--- src/rtl/adc_flag_pkg.sv ---
package adc_flag_pkg;
    // Flag bit positions in the status word
    localparam int unsigned FB_RDY  = 0;
    localparam int unsigned FB_SMP  = 1;
    localparam int unsigned FB_EOC  = 2;
    localparam int unsigned FB_EOS  = 3;
    localparam int unsigned FB_OVR  = 4;
    localparam int unsigned FB_CAL  = 5;
    localparam int unsigned FB_CFG  = 6;
    localparam int unsigned FB_WDG0 = 7;

    typedef struct packed {
        logic flag;
    } cell_st_t;

    typedef struct packed {
        logic pending;
    } gate_st_t;
endpackage

--- src/rtl/adc_flag_cell.sv ---
module adc_flag_cell (
    input  logic clk,
    input  logic rst_n,
    input  logic set_i,
    input  logic clr_i,
    output logic flag_o
);
    import adc_flag_pkg::*;

    cell_st_t st_d, st_q;

    always_comb begin
        st_d = st_q;
        if (clr_i) st_d.flag = 1'b0;
        if (set_i) st_d.flag = 1'b1;
    end

    always_ff @(posedge clk or negedge rst_n) begin
        if (!rst_n) st_q <= '0;
        else        st_q <= st_d;
    end

    assign flag_o = st_q.flag;


    set_wins_chk: assert property (@(posedge clk) disable iff (!rst_n)
        set_i |=> flag_o);

    clr_takes_chk: assert property (@(posedge clk) disable iff (!rst_n)
        (clr_i && !set_i) |=> !flag_o);

    idle_hold_chk: assert property (@(posedge clk) disable iff (!rst_n)
        (!clr_i && !set_i) |=> $stable(flag_o));
endmodule

--- src/rtl/adc_flag_conv_mon.sv ---
module adc_flag_conv_mon (
    input  logic ev_conv,
    input  logic dr_rd,
    input  logic w1c_eoc,
    input  logic w1c_ovr,
    input  logic eoc_q,
    output logic eoc_set,
    output logic eoc_clr,
    output logic ovr_set,
    output logic ovr_clr
);
    always_comb begin
        eoc_set = ev_conv;
        eoc_clr = w1c_eoc | dr_rd;
        // an unread result being replaced is an overrun
        ovr_set = ev_conv & eoc_q & ~dr_rd;
        ovr_clr = w1c_ovr;
    end
endmodule

--- src/rtl/adc_flag_cfg_gate.sv ---
module adc_flag_cfg_gate (
    input  logic clk,
    input  logic rst_n,
    input  logic cfg_wr_req,
    input  logic ev_applied,
    input  logic ack_flag,
    output logic cfg_wr_ok,
    output logic start_ok
);
    import adc_flag_pkg::*;

    gate_st_t st_d, st_q;

    always_comb begin
        st_d = st_q;
        if (st_q.pending) begin
            if (ev_applied) st_d.pending = 1'b0;
        end else if (cfg_wr_req && !ack_flag) begin
            st_d.pending = 1'b1;
        end
    end

    always_ff @(posedge clk or negedge rst_n) begin
        if (!rst_n) st_q <= '0;
        else        st_q <= st_d;
    end

    assign cfg_wr_ok = !st_q.pending && !ack_flag;
    assign start_ok  = !st_q.pending;


    pend_hold_chk: assert property (@(posedge clk) disable iff (!rst_n)
        (!start_ok && !ev_applied) |=> (!start_ok && !cfg_wr_ok));

    take_req_chk: assert property (@(posedge clk) disable iff (!rst_n)
        (cfg_wr_req && cfg_wr_ok) |=> !start_ok);

    apply_release_chk: assert property (@(posedge clk) disable iff (!rst_n)
        (!start_ok && ev_applied) |=> start_ok);
endmodule

--- src/rtl/adc_flag_ctrl.sv ---
module adc_flag_ctrl #(
    parameter int unsigned NUM_WDG = 3
) (
    input  logic                 clk,
    input  logic                 rst_n,
    input  logic                 ev_ready,
    input  logic                 ev_smp_end,
    input  logic                 ev_conv_done,
    input  logic                 ev_seq_done,
    input  logic                 ev_cal_done,
    input  logic                 ev_cfg_applied,
    input  logic [NUM_WDG-1:0]   ev_wdg,
    input  logic                 reg_wr_en,
    input  logic [NUM_WDG+6:0]   reg_wdata,
    input  logic                 dr_rd,
    input  logic                 cfg_wr_req,
    output logic [NUM_WDG+6:0]   flags_o,
    output logic                 cfg_wr_ok,
    output logic                 start_ok
);
    import adc_flag_pkg::*;

    localparam int unsigned NFLAGS = FB_WDG0 + NUM_WDG;

    logic [NFLAGS-1:0] set_v, clr_v, w1c_v;
    logic eoc_set, eoc_clr, ovr_set, ovr_clr;

    assign w1c_v = {NFLAGS{reg_wr_en}} & reg_wdata;

    adc_flag_conv_mon u_conv (
        .ev_conv (ev_conv_done),
        .dr_rd   (dr_rd),
        .w1c_eoc (w1c_v[FB_EOC]),
        .w1c_ovr (w1c_v[FB_OVR]),
        .eoc_q   (flags_o[FB_EOC]),
        .eoc_set (eoc_set),
        .eoc_clr (eoc_clr),
        .ovr_set (ovr_set),
        .ovr_clr (ovr_clr)
    );

    always_comb begin
        set_v = '0;
        clr_v = w1c_v;
        set_v[FB_RDY] = ev_ready;
        set_v[FB_SMP] = ev_smp_end;
        set_v[FB_EOC] = eoc_set;
        set_v[FB_EOS] = ev_seq_done;
        set_v[FB_OVR] = ovr_set;
        set_v[FB_CAL] = ev_cal_done;
        set_v[FB_CFG] = ev_cfg_applied;
        for (int k = 0; k < NUM_WDG; k++) set_v[FB_WDG0+k] = ev_wdg[k];
        clr_v[FB_EOC] = eoc_clr;
        clr_v[FB_OVR] = ovr_clr;
    end

    for (genvar i = 0; i < NFLAGS; i++) begin : g_flag
        adc_flag_cell u_cell (
            .clk    (clk),
            .rst_n  (rst_n),
            .set_i  (set_v[i]),
            .clr_i  (clr_v[i]),
            .flag_o (flags_o[i])
        );
    end

    adc_flag_cfg_gate u_gate (
        .clk        (clk),
        .rst_n      (rst_n),
        .cfg_wr_req (cfg_wr_req),
        .ev_applied (ev_cfg_applied),
        .ack_flag   (flags_o[FB_CFG]),
        .cfg_wr_ok  (cfg_wr_ok),
        .start_ok   (start_ok)
    );


    ovr_on_collision_chk: assert property (@(posedge clk) disable iff (!rst_n)
        (ev_conv_done && flags_o[FB_EOC] && !dr_rd) |=> (flags_o[FB_OVR] && flags_o[FB_EOC]));

    no_ovr_on_read_chk: assert property (@(posedge clk) disable iff (!rst_n)
        (ev_conv_done && dr_rd && !flags_o[FB_OVR]) |=> (!flags_o[FB_OVR] && flags_o[FB_EOC]));

    rd_clears_eoc_chk: assert property (@(posedge clk) disable iff (!rst_n)
        (dr_rd && !ev_conv_done) |=> !flags_o[FB_EOC]);

    no_ovr_when_clear_chk: assert property (@(posedge clk) disable iff (!rst_n)
        (ev_conv_done && !flags_o[FB_EOC] && !flags_o[FB_OVR]) |=> !flags_o[FB_OVR]);
endmodule

--- config.mk ---
export PLATFORM = sky130hd
export DESIGN_NAME = adc_flag_ctrl
export DESIGN_NICKNAME = d
export VERILOG_FILES = /design/src/rtl/adc_flag_pkg.sv /design/src/rtl/adc_flag_cell.sv /design/src/rtl/adc_flag_conv_mon.sv /design/src/rtl/adc_flag_cfg_gate.sv /design/src/rtl/adc_flag_ctrl.sv
export SDC_FILE = /design/constraint.sdc
export NUM_CORES = 1
export LEC_CHECK = 0
export BUFFER_PORTS_ARGS = -buffer_cell sky130_fd_sc_hd__buf_2
export CORE_MARGIN = 1
export CORE_UTILIZATION = 29
export CTS_CLUSTER_SIZE = 28
export DETAILED_ROUTE_END_ITERATION = 6
export SLEW_MARGIN = 10
export SYNTH_ARGS = -nofsm -noshare
export SYNTH_HDL_FRONTEND = slang
export SYNTH_HIERARCHICAL = 1
export SYNTH_SLANG_ARGS = --single-unit
--- constraint.sdc ---
create_clock -name clk -period 1.3 [get_ports clk]
set_clock_uncertainty 0.05 [all_clocks]
set_input_delay 0.13 -clock clk [delete_from_list [all_inputs] [get_ports clk]]
set_output_delay 0.13 -clock clk [all_outputs]
set_load 0.02 [all_outputs]
==> Yosys cells after proc, flatten, opt, wreduce, memory -nomap -nowiden <==
Index checks and enable logic that the tools add are counted.
{ "totals": {"elab_cells": 53, "output_inout_bits": 12, "inputBits": 24, "reg_bits": 11} }
{ "op_classes": {"reduce_logical": 14, "muxes": 23, "bitwise_logic": 5} }
{ "op_table": {"columns": ["cell", "count"], "rows": [
  ["$mux 1", 23],
  ["$reduce_bool 2->1", 10],
  ["$and 10x10->10", 1],
  ["$and 1x1->1", 2],
  ["$logic_and 1x1->1", 2],
  ["$logic_not 1->1", 2],
  ["$not 1->1", 1],
  ["$or 1x1->1", 1]
]} }

==> Longest topological paths before layout <==
{ "depth": {"depth_word": 4, "depth_mapped": 4, "depth_no_buf": 4} }

==> By module <==
The synthesis kept the hierarchy.
{ "modules_own_cells": {"columns": ["mod", "cells_per_inst", "seq_area_each_um2", "n_inst", "area_per_inst_um2"], "rows": [
  ["adc_flag_cell", 3, 25.0, 10, 36.3],
  ["adc_flag_ctrl", 10, 0.0, 1, 62.6],
  ["adc_flag_cfg_gate", 5, 25.0, 1, 50.0],
  ["adc_flag_conv_mon", 4, 0.0, 1, 31.3]
]} }

==> Least setup slack after synthesis <==
No wires, ideal clock.
{ "synth_path": {"kind": "reg-to-reg", "start": "reg g_flag[6].u_cell.st_q", "end": "reg u_gate.st_q", "n_path_buf": 0, "arrival_time_ps": 906, "required_time_ps": 1176, "path_slack_ps": 269, "setup_ps": 74, "synth_period_minus_slack_ps": 1031, "path_stages_with_launch": 3, "path_cell_list": "dfrtp_1 or3b_1 o21ai_2"} }
{ "synth_between": {"elab_chain_len": 4} }
{ "synth_rtl": {"columns": ["item", "line", "rtl"], "rows": [
  ["start, declared", "adc_flag_cell.sv:10", "cell_st_t st_d, st_q;"],
  ["start signal, assigned", "adc_flag_cell.sv:20", "else st_q <= st_d;"],
  ["$logic_not 1->1", "adc_flag_cfg_gate.sv:18", "end else if (cfg_wr_req && !ack_flag) begin"],
  ["$logic_and 1x1->1", "adc_flag_cfg_gate.sv:18", null],
  ["$mux 1", "adc_flag_cfg_gate.sv:18", null],
  ["$mux 1", "adc_flag_cfg_gate.sv:16", "if (st_q.pending) begin"],
  ["net u_gate.st_d", "adc_flag_cfg_gate.sv:12", "gate_st_t st_d, st_q;"],
  ["end signal, assigned", "adc_flag_cfg_gate.sv:25", "else st_q <= st_d;"],
  ["end, declared", "adc_flag_cfg_gate.sv:12", null]
]} }
The timed path passes the listed nets, and every way through them passes these cells.
A chain may end at the register's enable or synchronous reset.

==> Final worst setup path <==
{ "layout_path": {"start": "reg g_flag[6].u_cell.st_q", "end": "out cfg_wr_ok"} }
{ "layout_between": {"elab_chain_len": 2} }
{ "layout_rtl": {"columns": ["item", "line", "rtl"], "rows": [
  ["$logic_not 1->1", "adc_flag_cfg_gate.sv:28", "assign cfg_wr_ok = !st_q.pending && !ack_flag;"],
  ["$logic_and 1x1->1", "adc_flag_cfg_gate.sv:28", null],
  ["end, declared", "adc_flag_ctrl.sv:18", "output logic cfg_wr_ok,"]
]} }
No other way between the ends.

==> reports/metrics.yaml <==
grt:
  grt-ovfl-total: 0
  grt_max_degree: 12
  antenna_found_initial: 0
  grt_pass1_vias: 473
  grt_pass1_wl_mm: 1.93
  track_usage_pct: 13.9
sta:
  setup_viol: 0
  fin_tns_setup_ns: 0
  grt_setup_unrepaired: "no"
  fmax_mhz: 902
  min_period_over_period_pct: 85.3
  slew_headroom_pct: 82.4
  period_minus_slack_ns: 1.11
  finalHoldViolations: 0
  worstMarginPinSlew_ns: 0.265
  finalMaxSlewViolations: 0
clocking:
  htreeDepth: 1
  cts_resized: 0
  cts_root_buffer: "clkbuf_4"
  cts_buffers: 3
  clock_latency_ns: 0.26
  cts_sinks: 11
  clockBufferDepth: 2
  tritoncts: "built"
  path_clk_slew_ns: 0.07
yosys:
  synthTopCellsByCount: "dfrtp_1, inv_1, a21o_1, and2_1, buf_4"
  synthMuxAreaShare_pct: 0
  ys_types: 10
  yosys.area_share.simple_pct: 18.0
  synth_top_family_by_area: "simple AND/OR/NAND/NOR gates"
  synthFlopType: "dfrtp_1"
  synth-edff-count: 0
  netlist_area_sq_um: 507
  synthXorXnorAreaFrac_pct: 0
  synth-compound-area-share_pct: 16.5
  yosys_register_bits: 11
  async_flop_share_pct: 100
  yosysTopAreaCell: "dfrtp_1"
  synth.top_cell.area_share_pct: 54.3
  synth.avg_cell_area_sq_um: 10.3
  yosys.area_share.adder_pct: 0
  synth_nets: 73
  yosys_warnings: 6
  synth.yosys.seq_area_share_pct: 54.3
  synth.area.top_cells: "dfrtp_1, a21o_1, and2_1"
  syn_inst: 49
power:
  p_total_w: 0.000788
  p_per_area_nw_per_um2: 980
  leakagePower_nw: 0.422
  peakVddDrop_mv: 0.426
route:
  antenna_left: 0
  avgRoutedWirePerCell_um: 10.5
  firstDrtPassIters: 6
  num_vias: 487
  drc_errors: 3
  totalWireLength_mm: 1.17
  vias_per_cell: 4.39
  drt-initial-drc-count: 5
floorplanning:
  core_sq_um: 1580
  die_width_um: 43.8
  io_pins: 36
  start_util_pct: 32.1
  std_cell_rows: 14
  die_area_sq_um: 1920
  die_h_um: 43.8
placed_design:
  place_hpwl_um: 825
  dp_cells: 98
  place_congestion: 0.671
  portBuffers: 35
critical_path:
  crit_fanout: 4
  crit_path_end_kind: "output port"
  crit_buf_inv: 1
  cp.required_ns: 1.12
  cp_cell_sequence: "nor2_1 > buf_2"
  cp_top_family: "flip-flops"
  cp-start-kind: "register"
  slowest_stage: "dfrtp_1"
  cp.arrival_ns: 0.93
  path_class: "reg2out"
  critPathMaxStageDelay_ns: 0.40
finish:
  drive_gt1_share_pct: 42.1
  fin_nets: 120
  area_growth_pct: 58.5
  post-route-util_pct: 51.0
  antenna_cells: 0
  finalNonFillerCells: 111
run_status:
  failed_checks: "DRC"
  status: "complete, but fails checks"
flow_run:
  maxCapViolations: 0
hold_path:
  hold_class: "in2reg"
-- registers in the layout, indices dropped and copies added (netlist names) --
register,cells
g_flag.u_cell/flag_o,10
u_gate/st_q,1
-- worst register-to-register path, cell delays in order (launching register included) --
cell	delay, ns
dfrtp_1	0.40
or3b_1	0.40
o21ai_2	0.07
-- final timing paths --
path	from	endpoint	slack, ns	cells after the start
hold / removal	ev_conv_done	g_flag[2].u_cell/flag_o$_DFFE_PN0P_	0.01	2
setup / recovery	g_flag[6].u_cell/flag_o$_DFFE_PN0P_	cfg_wr_ok	0.19	2
max in group asynchronous	rst_n	g_flag[8].u_cell/flag_o$_DFFE_PN0P_	0.76	2
setup reg to reg	g_flag[6].u_cell/flag_o$_DFFE_PN0P_	u_gate/st_q$_DFF_PN0_	0.30	2
min in group asynchronous	rst_n	g_flag[4].u_cell/flag_o$_DFFE_PN0P_	0.23	2
hold reg to reg	g_flag[7].u_cell/flag_o$_DFFE_PN0P_	g_flag[7].u_cell/flag_o$_DFFE_PN0P_	0.42	1
-- cells in the final DEF (no fill, tap or decap), drive strengths merged --
| cell type | instances |
|---|---|
| and3b | 1 |
| buf | 35 |
| and2 | 10 |
| dfrtp | 11 |
| or3b | 1 |
| nor2 | 1 |
| inv | 11 |
| o21ai | 1 |
| a21o | 10 |
| dlygate4sd3 | 9 |
| clkbuf | 4 |
| or2 | 1 |
-- kinds of logic (layout without fill, tap and decap cells) --
logic type / count (synthesis) / after routing
flip-flops: 11 / 11
AND/OR/NAND/NOR: 14 / 14
buffers and inverters: 13 / 59
AO/OA/AOI/OAI: 11 / 11
-- metal layers --
metal | wire [um] | part of all wire [%] | global-route usage (%) | vias to the layer above
li1 | - | - | - | 242
met1 | 476 | 41 | 16.0 | 219
met2 | 591 | 51 | 23.9 | 24
met3 | 93 | 8.0 | 2.92 | 2
met4 | 6 | 0.51 | 7.50 | 0
met5 | 0 | 0 | 0 | -
-- power breakdown --
part / switching (W) / internal, W / leakage, nW
clock: 0.000111 / 0.000118 / 0.0150
sequential: 0.0000138 / 0.000368 / 0.117
combinational: 0.0000865 / 0.0000901 / 0.290
-- layout make-up --
cell class / count / area, sq um
Timing Repair Buffer: 44 / 265
Inverter: 11 / 41.3
Tap cell: 16 / 20.0
Multi-Input combinational cell: 25 / 175
Sequential cell: 11 / 275
Clock buffer: 4 / 26.3
Fill cell: 159 / 773
-- what timing repair did --
| item | in CTS | in global routing |
|---|---|---|
| setup buffers | 0 | 0 |
| hold endpoints to repair | 19 | 0 |
| hold buffers | 9 | 0 |
-- stage by stage --
| stage | cell area (sq um) | setup slack [ns] | hold WS, ns |
|---|---|---|---|
| 4_1_cts | 803 | 0.182 | 0.00299 |
| 3_3_place_gp | 687 | 0.362 | -0.0324 |
| 2_1_floorplan | 507 | 0.269 | -0.216 |
| 3_5_place_dp | 687 | 0.334 | -0.0316 |
| 6_report | 803 | 0.191 | 0.0127 |
| 5_1_grt | 803 | 0.118 | 0.00884 |
No activity file was read; power rests on OpenSTA's default activity.
